### src/rtl/edo_pkg.sv
package edo_pkg;
    localparam int ROW_W  = 10;
    localparam int COL_W  = 10;
    localparam int ADDR_W = ROW_W + COL_W;
    localparam int DATA_W = 16;
    localparam int LANES  = 2;

    typedef enum logic [2:0] {
        ST_IDLE,
        ST_ROW,
        ST_CAS,
        ST_OPEN,
        ST_CLOSE,
        ST_RF_CAS,
        ST_RF_RAS
    } st_e;

    typedef struct packed {
        logic              write;
        logic [ROW_W-1:0]  row;
        logic [COL_W-1:0]  col;
        logic [DATA_W-1:0] wdata;
        logic [LANES-1:0]  mask;
    } acc_t;

    // Byte strobes that go low for an access: mask on writes, all on reads.
    function automatic logic [LANES-1:0] lane_sel(input logic write, input logic [LANES-1:0] mask);
        return write ? mask : '1;
    endfunction

    function automatic logic row_held(input st_e s);
        return (s == ST_ROW) || (s == ST_CAS) || (s == ST_OPEN) ||
               (s == ST_CLOSE) || (s == ST_RF_RAS);
    endfunction
endpackage

### src/rtl/edo_age.sv
module edo_age #(
    parameter int LIMIT      = 8,
    parameter bit START_FULL = 1'b0
) (
    input  logic clk,
    input  logic rst,
    input  logic clr,
    output logic ok
);
    localparam int         W   = $clog2(LIMIT + 1);
    localparam logic [W-1:0] TOP = W'(LIMIT);

    logic [W-1:0] age;

    always_ff @(posedge clk) begin
        if (rst)            age <= START_FULL ? TOP : '0;
        else if (clr)       age <= '0;
        else if (age != TOP) age <= age + 1'b1;
    end

    // Cycles spent so far, the current one included, reach LIMIT.
    assign ok = (32'(age) + 32'd1) >= 32'(LIMIT);
endmodule

### src/rtl/edo_row_track.sv
module edo_row_track import edo_pkg::*; (
    input  logic             clk,
    input  logic             rst,
    input  logic             open_set,
    input  logic             close,
    input  logic [ROW_W-1:0] row_in,
    input  logic [ROW_W-1:0] req_row,
    output logic             hit
);
    logic             live;
    logic [ROW_W-1:0] row_q;

    always_ff @(posedge clk) begin
        if (rst) begin
            live  <= 1'b0;
            row_q <= '0;
        end else if (open_set) begin
            live  <= 1'b1;
            row_q <= row_in;
        end else if (close) begin
            live  <= 1'b0;
        end
    end

    assign hit = live && (row_q == req_row);
endmodule

### src/rtl/edo_ctrl.sv
module edo_ctrl import edo_pkg::*; #(
    parameter int T_RCD = 3,
    parameter int T_CAS = 2,
    parameter int T_CP  = 2,
    parameter int T_RAS = 12,
    parameter int T_RP  = 8,
    parameter int T_CAC = 3,
    parameter int T_CSR = 2
) (
    input  logic              clk,
    input  logic              rst,
    input  logic              req_valid,
    input  logic              req_write,
    input  logic [ADDR_W-1:0] req_addr,
    input  logic [DATA_W-1:0] req_wdata,
    input  logic [LANES-1:0]  req_mask,
    output logic              req_ready,
    output logic              rd_valid,
    output logic [DATA_W-1:0] rd_data,
    input  logic              ref_grant,
    output logic              ref_done,
    output logic [ROW_W-1:0]  dram_addr,
    output logic              dram_ras_n,
    output logic              dram_lcas_n,
    output logic              dram_ucas_n,
    output logic              dram_we_n,
    output logic              dram_oe_n,
    output logic [DATA_W-1:0] dram_dq_out,
    output logic              dram_dq_oe,
    input  logic [DATA_W-1:0] dram_dq_in
);
    localparam int CNT_W = $clog2(T_RCD + T_CAS + T_RAS + T_CAC + T_CSR + 1);
    localparam logic [CNT_W-1:0] L_RCD = CNT_W'(T_RCD - 1);
    localparam logic [CNT_W-1:0] L_CAS = CNT_W'(T_CAS - 1);
    localparam logic [CNT_W-1:0] L_RAS = CNT_W'(T_RAS - 1);
    localparam logic [CNT_W-1:0] L_CAC = CNT_W'(T_CAC - 1);
    localparam logic [CNT_W-1:0] L_CSR = CNT_W'(T_CSR - 1);

    st_e              st, st_nx;
    acc_t             cur, incoming;
    logic [CNT_W-1:0] st_cnt, rd_cnt;
    logic [LANES-1:0] lanes_lo;
    logic             ras_low, cas_any_low;
    logic             ras_ok, pre_ok, cp_ok, hit;
    logic             accept, go_cas, leave_row, nxt_write, rd_pend;

    assign incoming = '{write: req_write, row: req_addr[ADDR_W-1:COL_W],
                        col: req_addr[COL_W-1:0], wdata: req_wdata, mask: req_mask};

    assign ras_low = row_held(st);

    always_comb begin
        case (st)
            ST_CAS:               lanes_lo = lane_sel(cur.write, cur.mask);
            ST_RF_CAS, ST_RF_RAS: lanes_lo = '1;
            default:              lanes_lo = '0;
        endcase
    end
    assign cas_any_low = |lanes_lo;

    edo_age #(.LIMIT(T_RAS), .START_FULL(1'b0)) u_ras_age (
        .clk(clk), .rst(rst), .clr(!ras_low), .ok(ras_ok));
    edo_age #(.LIMIT(T_RP), .START_FULL(1'b1)) u_pre_age (
        .clk(clk), .rst(rst), .clr(ras_low), .ok(pre_ok));
    edo_age #(.LIMIT(T_CP), .START_FULL(1'b1)) u_cp_age (
        .clk(clk), .rst(rst), .clr(cas_any_low), .ok(cp_ok));

    edo_row_track u_rows (
        .clk(clk), .rst(rst),
        .open_set(accept && (st == ST_IDLE)),
        .close(leave_row),
        .row_in(incoming.row),
        .req_row(incoming.row),
        .hit(hit));

    always_comb begin
        st_nx     = st;
        accept    = 1'b0;
        req_ready = 1'b0;
        ref_done  = 1'b0;
        case (st)
            ST_IDLE: begin
                req_ready = pre_ok && cp_ok && !ref_grant;
                if (ref_grant && pre_ok && cp_ok) st_nx = ST_RF_CAS;
                else if (req_valid && req_ready) begin
                    accept = 1'b1;
                    st_nx  = ST_ROW;
                end
            end
            ST_ROW:  if (st_cnt == L_RCD) st_nx = ST_CAS;
            ST_CAS:  if (st_cnt == L_CAS) st_nx = ST_OPEN;
            ST_OPEN: begin
                req_ready = !ref_grant && hit && cp_ok;
                if (ref_grant || (req_valid && !hit)) st_nx = ST_CLOSE;
                else if (req_valid && req_ready) begin
                    accept = 1'b1;
                    st_nx  = ST_CAS;
                end
            end
            ST_CLOSE:  if (ras_ok) st_nx = ST_IDLE;
            ST_RF_CAS: if (st_cnt == L_CSR) st_nx = ST_RF_RAS;
            ST_RF_RAS: if (st_cnt == L_RAS) begin
                st_nx    = ST_IDLE;
                ref_done = 1'b1;
            end
            default: st_nx = ST_IDLE;
        endcase
    end

    assign go_cas    = (st_nx == ST_CAS) && (st != ST_CAS);
    assign leave_row = (st == ST_CLOSE) && (st_nx == ST_IDLE);
    assign nxt_write = accept ? req_write : cur.write;

    always_ff @(posedge clk) begin
        if (rst) begin
            st       <= ST_IDLE;
            st_cnt   <= '0;
            cur      <= '0;
            rd_pend  <= 1'b0;
            rd_cnt   <= '0;
            rd_valid <= 1'b0;
            rd_data  <= '0;
        end else begin
            st       <= st_nx;
            st_cnt   <= (st_nx != st) ? '0 : st_cnt + 1'b1;
            rd_valid <= 1'b0;
            if (accept) cur <= incoming;
            if (rd_pend) begin
                rd_cnt <= rd_cnt + 1'b1;
                if ((rd_cnt == L_CAC) || go_cas || leave_row) begin
                    rd_data  <= dram_dq_in;
                    rd_valid <= 1'b1;
                    rd_pend  <= 1'b0;
                end
            end
            if (go_cas && !nxt_write) begin
                rd_pend <= 1'b1;
                rd_cnt  <= '0;
            end
        end
    end

    assign dram_addr   = (st == ST_ROW) ? cur.row : cur.col;
    assign dram_ras_n  = !ras_low;
    assign dram_lcas_n = !lanes_lo[0];
    assign dram_ucas_n = !lanes_lo[1];
    assign dram_we_n   = !((st == ST_CAS) && cur.write);
    assign dram_dq_oe  = (st == ST_CAS) && cur.write;
    assign dram_dq_out = cur.wdata;
    assign dram_oe_n   = !rd_pend;
endmodule

### config.mk
export PLATFORM = sky130hd
export DESIGN_NAME = edo_ctrl
export DESIGN_NICKNAME = d
export VERILOG_FILES = /design/src/rtl/edo_pkg.sv /design/src/rtl/edo_age.sv /design/src/rtl/edo_row_track.sv /design/src/rtl/edo_ctrl.sv
export SDC_FILE = /design/constraint.sdc
export NUM_CORES = 1
export LEC_CHECK = 0
export BUFFER_PORTS_ARGS = -buffer_cell sky130_fd_sc_hd__buf_2
export CAP_MARGIN = 20
export CORE_UTILIZATION = 50
export CTS_BUF_LIST = sky130_fd_sc_hd__clkbuf_8
export DETAILED_ROUTE_END_ITERATION = 6
export GPL_TIMING_DRIVEN = 0
export PLACE_DENSITY = 0.87
export SETUP_SLACK_MARGIN = 0.4
export SYNTH_ARGS = -nofsm -noshare
export SYNTH_HDL_FRONTEND = slang
export SYNTH_HIERARCHICAL = 1
export SYNTH_SLANG_ARGS = --single-unit
### constraint.sdc
create_clock -name clk -period 2.19 [get_ports clk]
set_input_delay 0.219 -clock clk [delete_from_list [all_inputs] [get_ports clk]]
set_output_delay 0.219 -clock clk [all_outputs]
set_load 0.02 [all_outputs]
; ---- Word-level counts from Yosys, hierarchy flattened
; Cells that the tools add are included.
[classes]
n_reduce_logical = 44
n_addsub = 8
n_eq_ne = 17
n_mux = 32
bitwise_logic = 2
order_cmp = 3
[op_table]
columns = operator, count
row1 = $ge 32x4->1 const B, 2
row2 = $ge 32x2->1 const B, 1
row3 = $mux 3, 9
row4 = $pmux 3 s7, 1
row5 = $logic_and 1x1->1, 15
row6 = $reduce_or 2->1, 7
row7 = $mux 1, 13
row8 = $add 4x1->5 const B, 2
row9 = $add 5x1->5 const B, 2
row10 = $eq 10x10->1, 1
row11 = $eq 5x2->1 const B, 2
row12 = $mux 10, 1
row13 = $eq 3x2->1 const B, 3
row14 = $eq 3x3->1 const B, 3
row15 = $add 4x1->4 const B, 2
row16 = $logic_not 1->1, 8
row17 = $mux 4, 2
row18 = $ne 4x4->1 const B, 2
row19 = $logic_or 1x1->1, 7
row20 = $logic_not 3->1, 2
row21 = $mux 2, 3
row22 = $reduce_bool 2->1, 3
row23 = $eq 5x1->1 const B, 1
row24 = $eq 5x4->1 const B, 1
row25 = 11 further kinds, 13
[word_totals]
input_bits = 59
elab_cells = 124
regBits = 91

; ---- Depth between registers and ports, before layout
; Gate-level depths: netlist of the first run.
[depth]
word_depth = 15
ltp_mapped = 11
ltp_nobuf = 8

; ---- By module
; The synthesis of the first run kept the hierarchy.
[by_module_without_submodules]
columns = module, cells_per_inst, seq_area_each_um2, area_each_um2, instances
row1 = edo_ctrl, 347, 1401.3, 3298.2, 1
row2 = edo_row_track, 50, 220.2, 500.5, 1
row3 = edo_age at u_ras_age, 24, 80.1, 250.2, 1
row4 = edo_age at u_pre_age, 21, 80.1, 214.0, 1
row5 = edo_age at u_cp_age, 6, 40.0, 75.1, 1

; ---- Worst setup path before layout of the first run
; No wires, ideal clock.
[synth_path]
path_kind = reg2reg
start = register u_pre_age.age[0]
end = register u_rows.row_q[0]
t_arrival_ps = 2205
required_time_ps = 2062
slack_ps = -143
period_less_slack_ps = 2333
stages_incl_launch_ff = 12
path_cell_list = dfxtp_1 -> ha_1 -> nor2_1 -> mux2i_1 -> nor3b_1 -> o211ai_1 -> buf_2 -> buf_2 -> nor2_1 -> buf_6 -> mux2i_1 -> nor2_1
[synth_via]
elab_chain_len = 9
word_cells_on_any_way = 11
classes_between = add/sub (1) / order compare (1) / mux (3) / reduce/logical (6)
[synth_lines]
columns = item, line
row1 = "start, declared", edo_age.sv:13  ; logic [W-1:0] age;
row2 = "start signal, assigned", edo_age.sv:16  ; if (rst) age <= START_FULL ? TOP : '0;
row3 = "start signal, assigned", edo_age.sv:18  ; else if (age != TOP) age <= age + 1'b1;
row4 = $add 4x1->5 (*), edo_age.sv:22  ; assign ok = (32'(age) + 32'd1) >= 32'(LIMIT);
row5 = $ge 32x4->1 (*), edo_age.sv:22
row6 = named net pre_ok, edo_ctrl.sv:44  ; logic ras_ok, pre_ok, cp_ok, hit;
row7 = $logic_and 1x1->1 (2 in series), edo_ctrl.sv:83  ; req_ready = pre_ok && cp_ok && !ref_grant;
row8 = $logic_and 1x1->1, edo_ctrl.sv:85  ; else if (req_valid && req_ready) begin
row9 = $mux 1, edo_ctrl.sv:85
row10 = $mux 1 (*), edo_ctrl.sv:84  ; if (ref_grant && pre_ok && cp_ok) st_nx = ST_RF_CAS;
row11 = $pmux 1 s2 (*), edo_ctrl.sv:81  ; case (st)
row12 = $logic_and 1x1->1 (*), edo_ctrl.sv:70  ; .open_set(accept && (st == ST_IDLE)),
row13 = "end signal, assigned", edo_row_track.sv:19  ; row_q <= row_in;
row14 = "end, declared", edo_row_track.sv:11  ; logic [ROW_W-1:0] row_q;
; The timed path passes the listed nets; every way through them passes the cells marked *.
; A chain may end at the register's enable or synchronous reset.

; ---- Worst setup path after layout of the first run
[layout_path]
start = register u_rows.row_q[9]
end = register st_cnt[0]
[layout_via]
elab_chain_len = 10
word_cells_on_any_way = 13
classes_between = eq/ne (2) / mux (3) / reduce/logical (8)
[layout_lines]
columns = item, line
row1 = $eq 10x10->1 (*), edo_row_track.sv:25  ; assign hit = live && (row_q == req_row);
row2 = $logic_and 1x1->1 (*), edo_row_track.sv:25
row3 = named net hit, edo_ctrl.sv:44
row4 = $logic_and 1x1->1 (2 in series), edo_ctrl.sv:93  ; req_ready = !ref_grant && hit && cp_ok;
row5 = $logic_and 1x1->1, edo_ctrl.sv:95  ; else if (req_valid && req_ready) begin
row6 = $mux 3, edo_ctrl.sv:95
row7 = $mux 3 (*), edo_ctrl.sv:94  ; if (ref_grant || (req_valid && !hit)) st_nx = ST_CLOSE;
row8 = $pmux 3 s7 (*), edo_ctrl.sv:81
row9 = $ne 3x3->1 (*), edo_ctrl.sv:125  ; st_cnt <= (st_nx != st) ? '0 : st_cnt + 1'b1;
row10 = $reduce_or 2->1 (no line) (*), n/a
row11 = "end signal, assigned", edo_ctrl.sv:125
row12 = "end, declared", edo_ctrl.sv:41  ; logic [CNT_W-1:0] st_cnt, rd_cnt;
; Marks and branches as above.

==> results of run 1 <==
cell usage after synthesis, drive strengths merged (2+ instances only):
master   instances  share of area (%)
a2111oi          2               0.98
a211oi           8                1.4
a21oi            5               0.58
a31oi            3               0.43
and2             4               0.61
and3             3               0.46
and4bb           2               0.58
buf             27                4.8
clkbuf          11               0.95
dfxtp           91                 42
ha               9                2.6
inv             14                1.2
mux2            13                3.4
mux2i           67                 15
nand2           42                3.6
nand2b           2               0.29
nand3            6               0.69
nand3b           3               0.81
nand4            5               0.72
nor2            63                5.5
nor2b            5               0.72
nor3             8                1.3
nor3b            7                1.3
nor4b            2               0.55
o21a             3               0.52
o21ai            5               0.58
o21bai           3               0.52
or3              4               0.69
xnor2           14                2.8
xor2             7                1.4
cell usage in the layout (no fill, tap or decap), drive strengths merged, types with 4 or more instances in the layout:
cell type,count
nor3,8
nor3b,7
nand4,5
o21ai,5
nor2,63
buf,178
clkbuf,22
a211oi,8
inv,15
and2,4
ha,9
or3,4
xnor2,14
dfxtp,91
xor2,7
a21oi,5
nor2b,5
nand3,6
mux2i,67
mux2,13
nand2,42
final cells by class:
type | instances | area, µm² | share of cell area [%]
flip-flops and latches | 91 | 1850 | 29.4
clock buffers | 10 | 138 | 2.18
well taps | 105 | 131 | 2.08
clock inverters | 6 | 70.1 | 1.11
inverters | 14 | 57.6 | 0.913
repair buffers | 152 | 1170 | 18.5
multi-input cells | 305 | 2550 | 40.4
plain buffers | 38 | 339 | 5.38
worst max-delay path: stages, from the launching register on:
cell and delay (ns):
sky130_fd_sc_hd__dfxtp_2 0.35, sky130_fd_sc_hd__xnor2_1 0.20, sky130_fd_sc_hd__nand3_1 0.18, sky130_fd_sc_hd__nor3_4 0.31
sky130_fd_sc_hd__nor2b_2 0.14, sky130_fd_sc_hd__o21bai_1 0.29, sky130_fd_sc_hd__buf_4 0.17, sky130_fd_sc_hd__buf_4 0.10
sky130_fd_sc_hd__a31oi_1 0.11, sky130_fd_sc_hd__or4_4 0.51, sky130_fd_sc_hd__a211oi_2 0.25
state kept, by name, summed over array words and instances, names as in the netlist, 4 cells and up:
register / cells
cur: 23
dram_dq_out: 16
rd_cnt: 5
rd_data: 16
st_cnt: 5
u_pre_age/age: 4
u_ras_age/age: 4
u_rows/row_q: 10
where the power goes:
group / switching [W] / total (W) / internal (W)
sequential: 0.000190 / 0.00205 / 0.00186
clock: 0.000677 / 0.00125 / 0.000570
combinational: 0.00136 / 0.00283 / 0.00147
timing repair:
action | in CTS | in global routing
buffers inserted | 23 | 14
gates cloned | 5 | 1
pin swaps | 16 | 28
endpoints found under the setup margin | 98 | 99
resized for setup | 97 | 65
final timing paths:
kind	startpoint	to	slack, ns	cells after the start
hold reg to reg	rd_data[5]	rd_data[5]	0.46	2
setup reg to reg	u_rows/row_q[9]	st_cnt[0]	-0.50	10
setup / recovery	u_rows/row_q[9]	st_cnt[0]	-0.50	10
hold / removal	req_wdata[14]	dram_dq_out[14]	0.06	3
per-stage QoR:
step | std cells | setup TNS [ns]
2_1_floorplan | 448 | 0
3_3_place_gp | 662 | -4.82
3_5_place_dp | 662 | -8.23
4_1_cts | 706 | -3.46
5_1_grt | 721 | -27.72
6_report | 721 | -21.01
cells by family (layout without fill, tap and decap cells):
group                    Yosys count  in the layout  synth area share, %
multiplexers                      80             80                 18.8
XOR/XNOR                          21             21                 4.24
AO/OA/AOI/OAI                     36             36                 6.98
flip-flops                        91             91                 42.0
AND/OR/NAND/NOR                  159            159                 18.4
adder cells (fa/ha/maj)            9              9                 2.60
buffers and inverters             52            220                 6.95
layer usage:
| metal | up-vias | share of wire [%] | wire length (µm) |
|---|---|---|---|
| li1 | 1840 | - | - |
| met1 | 1999 | 37 | 5470 |
| met2 | 281 | 50 | 7290 |
| met3 | 86 | 7.4 | 1090 |
| met4 | 0 | 5.5 | 802 |
| met5 | - | 0 | 0 |
==> results_dict.tcl, run 1 <==
set metrics [dict create \
    synth.avg_cell_area_um2 9.68 \
    design.final.nets 679 \
    place_hpwl_um 6950 \
    vias_per_std_cell 5.83 \
    static_leak_nw 2.89 \
    fillers 466 \
    layout_utilization_pct 75.9 \
    htree_num_levels 3 \
    hp-class "input pin to flop" \
    maximum_number_of_pins_on_one_net_before_global_route_repair 17 \
    timing_max_transition_violations_final 0 \
    row_count 33 \
    number_of_standard_cells_after_synthesis 448 \
    placed_area_um2 5090 \
    max-slew-margin-rel_pct 62.0 \
    wl_per_cell_um 20.3 \
    clk_transition_reported_paths_ns 0.11 \
    port_buffers 109 \
    synth-seq-area-share_pct 42.0 \
    setup-violations-final 79 \
    chipHeight_um 95.1 \
    fin_area_um2 6300 \
    ys_warn_count 6 \
    total_count_of_hold_check_failures_in_the_final_report 0 \
    met3_track_utilization_from_global_routing_pct 5.50 \
    start_kind "flop" \
    groute.layer.met2.usage_pct 48.5 \
    postSynth.asyncResetShare_pct 0 \
    layout-area-overhead-vs-synth_pct 45.3 \
    die_x_um 95.1 \
    critPathRequiredTime_ns 2.47 \
    remaining_drc_errors 0 \
    antenna_found_initial 0 \
    fmaxAchievable_mhz 372 \
    detail-route-antenna-nets 0 \
    postRouteWirelength_um 14600 \
    antenna_cells_inserted 0 \
    detailedRoute.firstIterationViolations 243 \
    cts_tree "built" \
    grt_first_pass_wirelength_um 19400 \
    tightest_slew_ns 0.567 \
    timing_worst_setup_path_type "flop to flop" \
    global_route.usage.met1_pct 33.4 \
    ir_drop_worst_vdd_mv 0.559 \
    vias_in_the_first_global_route 3852 \
    gp_routability_congestion 0.868 \
    critPathCaptureType "flop" \
    timing.final.crit_period_ns 2.69 \
    global_route.overflow_total 0 \
    clock_path_buffers 2 \
    clock_insertion_delay_worst_skew_ns 0.39 \
    post-place-ws_ns -0.368 \
    synth_area_um2 4340 \
    max_cap_viol_count 0 \
    status "finished, violations left" \
    synth_flop_cell "sky130_fd_sc_hd__dfxtp_1" \
    synth_enable_flop_cells 0 \
    rsz_0062_raised_after_global_routing "yes" \
    grt_busiest_layer "met2" \
    power.density_nw_per_um2 973 \
    synth_nets 516 \
    fp.coreArea_um2 8300 \
    grtUsageTotal_pct 28.2 \
    top_level_ports 110 \
    post-route-period-util_pct 123 \
    layout-drive-gt1-share_pct 48.2 \
    yosys.cell_types.count 52 \
    drt_first_pass_iters 5 \
    cts_hold_fix_bufs 0 \
    finClkSkew_ns 0.0207 \
    synthesized_flop_and_latch_total 91 \
    cts_root_buf "sky130_fd_sc_hd__clkbuf_8" \
    cp_data_arrival_time_ns 2.96 \
    violations "setup timing" \
    tritoncts_buffers 9 \
    total_power_w 0.00613 \
    initial_utilization_pct 52.3 \
    die_area_um2 9050 \
    clock-sinks 91 \
    hold_ws_ns 0.0559 \
    fin_ws_ns -0.496 \
    worstPathMaxFanout 5 \
    count_of_vias_placed_by_the_detailed_router 4206 \
]
Power figures use the tool's default switching activity.
==> inputs of run 2 (changes only) <==
--- a/config.mk
+++ b/config.mk
@@ -7,6 +7,8 @@
 export LEC_CHECK = 0
 export BUFFER_PORTS_ARGS = -buffer_cell sky130_fd_sc_hd__buf_2
 export CAP_MARGIN = 20
+export CORE_ASPECT_RATIO = 1.2
+export CORE_MARGIN = 4
 export CORE_UTILIZATION = 50
 export CTS_BUF_LIST = sky130_fd_sc_hd__clkbuf_8
 export DETAILED_ROUTE_END_ITERATION = 6
==> results_dict.tcl, run 2 (synthesis gave the netlist of run 1 again) <==
set metrics [dict create \
    start_kind "flop" \
    grtUsageTotal_pct 26.1 \
    antenna_found_initial 0 \
    cts_tree "built" \
    post-route-period-util_pct 123 \
    total_count_of_hold_check_failures_in_the_final_report 0 \
    detailedRoute.firstIterationViolations 358 \
    count_of_vias_placed_by_the_detailed_router 4284 \
    layout-area-overhead-vs-synth_pct 49.3 \
    vias_in_the_first_global_route 4249 \
    totalNegativeSetupSlack_ns -28.66 \
    timing_max_transition_violations_final 0 \
    gp_routability_congestion 0.917 \
    static_leak_nw 2.97 \
    clock_insertion_delay_worst_skew_ns 0.40 \
    violations "setup timing" \
    cts_root_buf "sky130_fd_sc_hd__clkbuf_8" \
    hp-class "input pin to flop" \
    path_cells "xnor2_1 -> nand3_1 -> nor3_4 -> and3_4 -> o211ai_1 -> buf_4 -> buf_6 -> buf_12 -> nor2_4 -> clkbuf_16 -> mux2i_2 -> nor2_1" \
    timing.final.crit_period_ns 2.70 \
    placed_area_um2 5100 \
    largest_register_ff_count 23 \
    switching_share_pct 36.4 \
    critPathRequiredTime_ns 2.43 \
    global_route.overflow_total 0 \
    mostFrequentLayoutCells "sky130_fd_sc_hd__buf_2, sky130_fd_sc_hd__dfxtp_1, sky130_fd_sc_hd__mux2i_1, sky130_fd_sc_hd__nor2_1, sky130_fd_sc_hd__buf_4" \
    power.density_nw_per_um2 985 \
    power.sequential.fraction_pct 32.4 \
    die_area_um2 10200 \
    clock-sinks 91 \
    die_x_um 93.0 \
    drt_first_pass_iters 5 \
    fin_ws_ns -0.508 \
    worstPathMaxFanout 5 \
    hold_ws_ns 0.0561 \
    remaining_drc_errors 0 \
    max-slew-margin-rel_pct 62.4 \
    finClkSkew_ns 0.0228 \
    initial_utilization_pct 52.3 \
    max_cap_viol_count 0 \
    top_level_ports 110 \
    design.final.nets 692 \
    ir_drop_worst_vdd_mv 0.649 \
    place_hpwl_um 7470 \
    grt_first_pass_wirelength_um 20700 \
    tightest_slew_ns 0.560 \
    chipHeight_um 110 \
    clk_transition_reported_paths_ns 0.11 \
    row_count 36 \
    fp.coreArea_um2 8290 \
    numPlacedInstances 671 \
    cts_hold_fix_bufs 0 \
    setup-violations-final 80 \
    fillers 488 \
    antenna_cells_inserted 0 \
    wl_per_cell_um 22.1 \
    cp_slowest_cell "sky130_fd_sc_hd__dfxtp_2" \
    critical_path.n_buffers_inverters 4 \
    cp_data_arrival_time_ns 2.94 \
    p_int_w 0.00406 \
    fin_area_um2 6470 \
    critPathCaptureType "flop" \
    clock_path_buffers 2 \
    timing_worst_setup_path_type "flop to flop" \
    port_buffers 109 \
    largest_incremental_delay_on_the_critical_path_ns 0.34 \
    rsz_0062_raised_after_global_routing "yes" \
    status "finished, violations left" \
    clock_power_share_pct 21.8 \
    htree_num_levels 3 \
    psw_w 0.00232 \
    comb_power_share_pct 45.8 \
    maximum_number_of_pins_on_one_net_before_global_route_repair 17 \
    layout.cells.non_filler 743 \
    registers.top_by_ff_count "cur" \
    postRouteWirelength_um 16400 \
    layout-drive-gt1-share_pct 48.8 \
    tritoncts_buffers 9 \
    vias_per_std_cell 5.77 \
    crit_family "simple AND/OR/NAND/NOR gates" \
    fmaxAchievable_mhz 371 \
    most_frequent_standard_cell_in_the_layout_excluding_fill_and_tap_cells "sky130_fd_sc_hd__buf_2" \
    detail-route-antenna-nets 0 \
]
run 2: changes by cell type in the layout (fill, tap and decap cells not counted), moves of 4 or more:
| cell | previous run | this run |
|---|---|---|
| sky130_fd_sc_hd__buf_4 | 38 | 48 |
| sky130_fd_sc_hd__nor2_1 | 59 | 55 |
| sky130_fd_sc_hd__buf_6 | 31 | 35 |
| sky130_fd_sc_hd__mux2i_2 | 10 | 4 |
run 2: through the flow:
step	total power, W	worst slack, ns	util (%)
after floorplan	0.00333	0.159	-
after global placement	0.00366	-0.213	61.6
after detailed placement	0.00374	-0.337	61.6
after CTS	0.00579	-0.183	74.0
after global routing	0.00655	-0.534	78.1
final	0.00638	-0.508	78.1
run 2: power groups by stage:
stage	registers [W]	clock network [W]	logic (W)
detailed placement	0.00204	0	0.00170
floorplan	0.00200	0	0.00133
CTS	0.00201	0.00133	0.00244
global route	0.00207	0.00145	0.00302
global placement	0.00202	0	0.00164
finish	0.00206	0.00139	0.00292
run 2: worst register-to-register path, cell delays in order, from the launching register on:
cell	delay (ns)
sky130_fd_sc_hd__dfxtp_2	0.34
sky130_fd_sc_hd__xnor2_1	0.19
sky130_fd_sc_hd__nand3_1	0.18
sky130_fd_sc_hd__nor3_4	0.31
sky130_fd_sc_hd__and3_4	0.25
sky130_fd_sc_hd__o211ai_1	0.14
sky130_fd_sc_hd__buf_4	0.20
sky130_fd_sc_hd__buf_6	0.13
sky130_fd_sc_hd__buf_12	0.12
sky130_fd_sc_hd__nor2_4	0.18
sky130_fd_sc_hd__clkbuf_16	0.19
sky130_fd_sc_hd__mux2i_2	0.25
sky130_fd_sc_hd__nor2_1	0.09
run 2: what timing repair did:
action / in CTS / in global routing
gates resized for setup: 114 / 56
pin swaps: 27 / 20
hold endpoints to repair: 0 / 0
cloned: 6 / 1
endpoints found under the setup margin: 98 / 101
setup buffers: 36 / 13
run 2: layout make-up:
type	instances	area [µm²]	share of cell area (%)
Timing Repair Buffer	165	1280	19.7
Clock inverter	6	96.3	1.49
Clock buffer	10	138	2.13
Inverter	14	57.6	0.889
Tap cell	114	143	2.20
Sequential cell	91	1860	28.7
Buffer	38	335	5.18
Multi-Input combinational cell	305	2570	39.7
run 2: layer usage:
metal	vias to the layer above	track usage [%]	routed length [µm]
met5	-	0	0
met4	0	15.8	1440
met3	117	6.52	1130
li1	1874	-	-
met2	301	46.1	8170
met1	1992	28.2	5700
run 2: path summary, 6_finish.rpt:
check                    end  slack, ns       startpoint  depth (start not counted)
max reg2reg  u_rows/row_q[9]      -0.51  u_rows/row_q[1]                         12
min                  cur[22]       0.06      req_addr[4]                          3
min reg2reg       rd_data[1]       0.46       rd_data[1]                          2
max          u_rows/row_q[9]      -0.51  u_rows/row_q[1]                         12
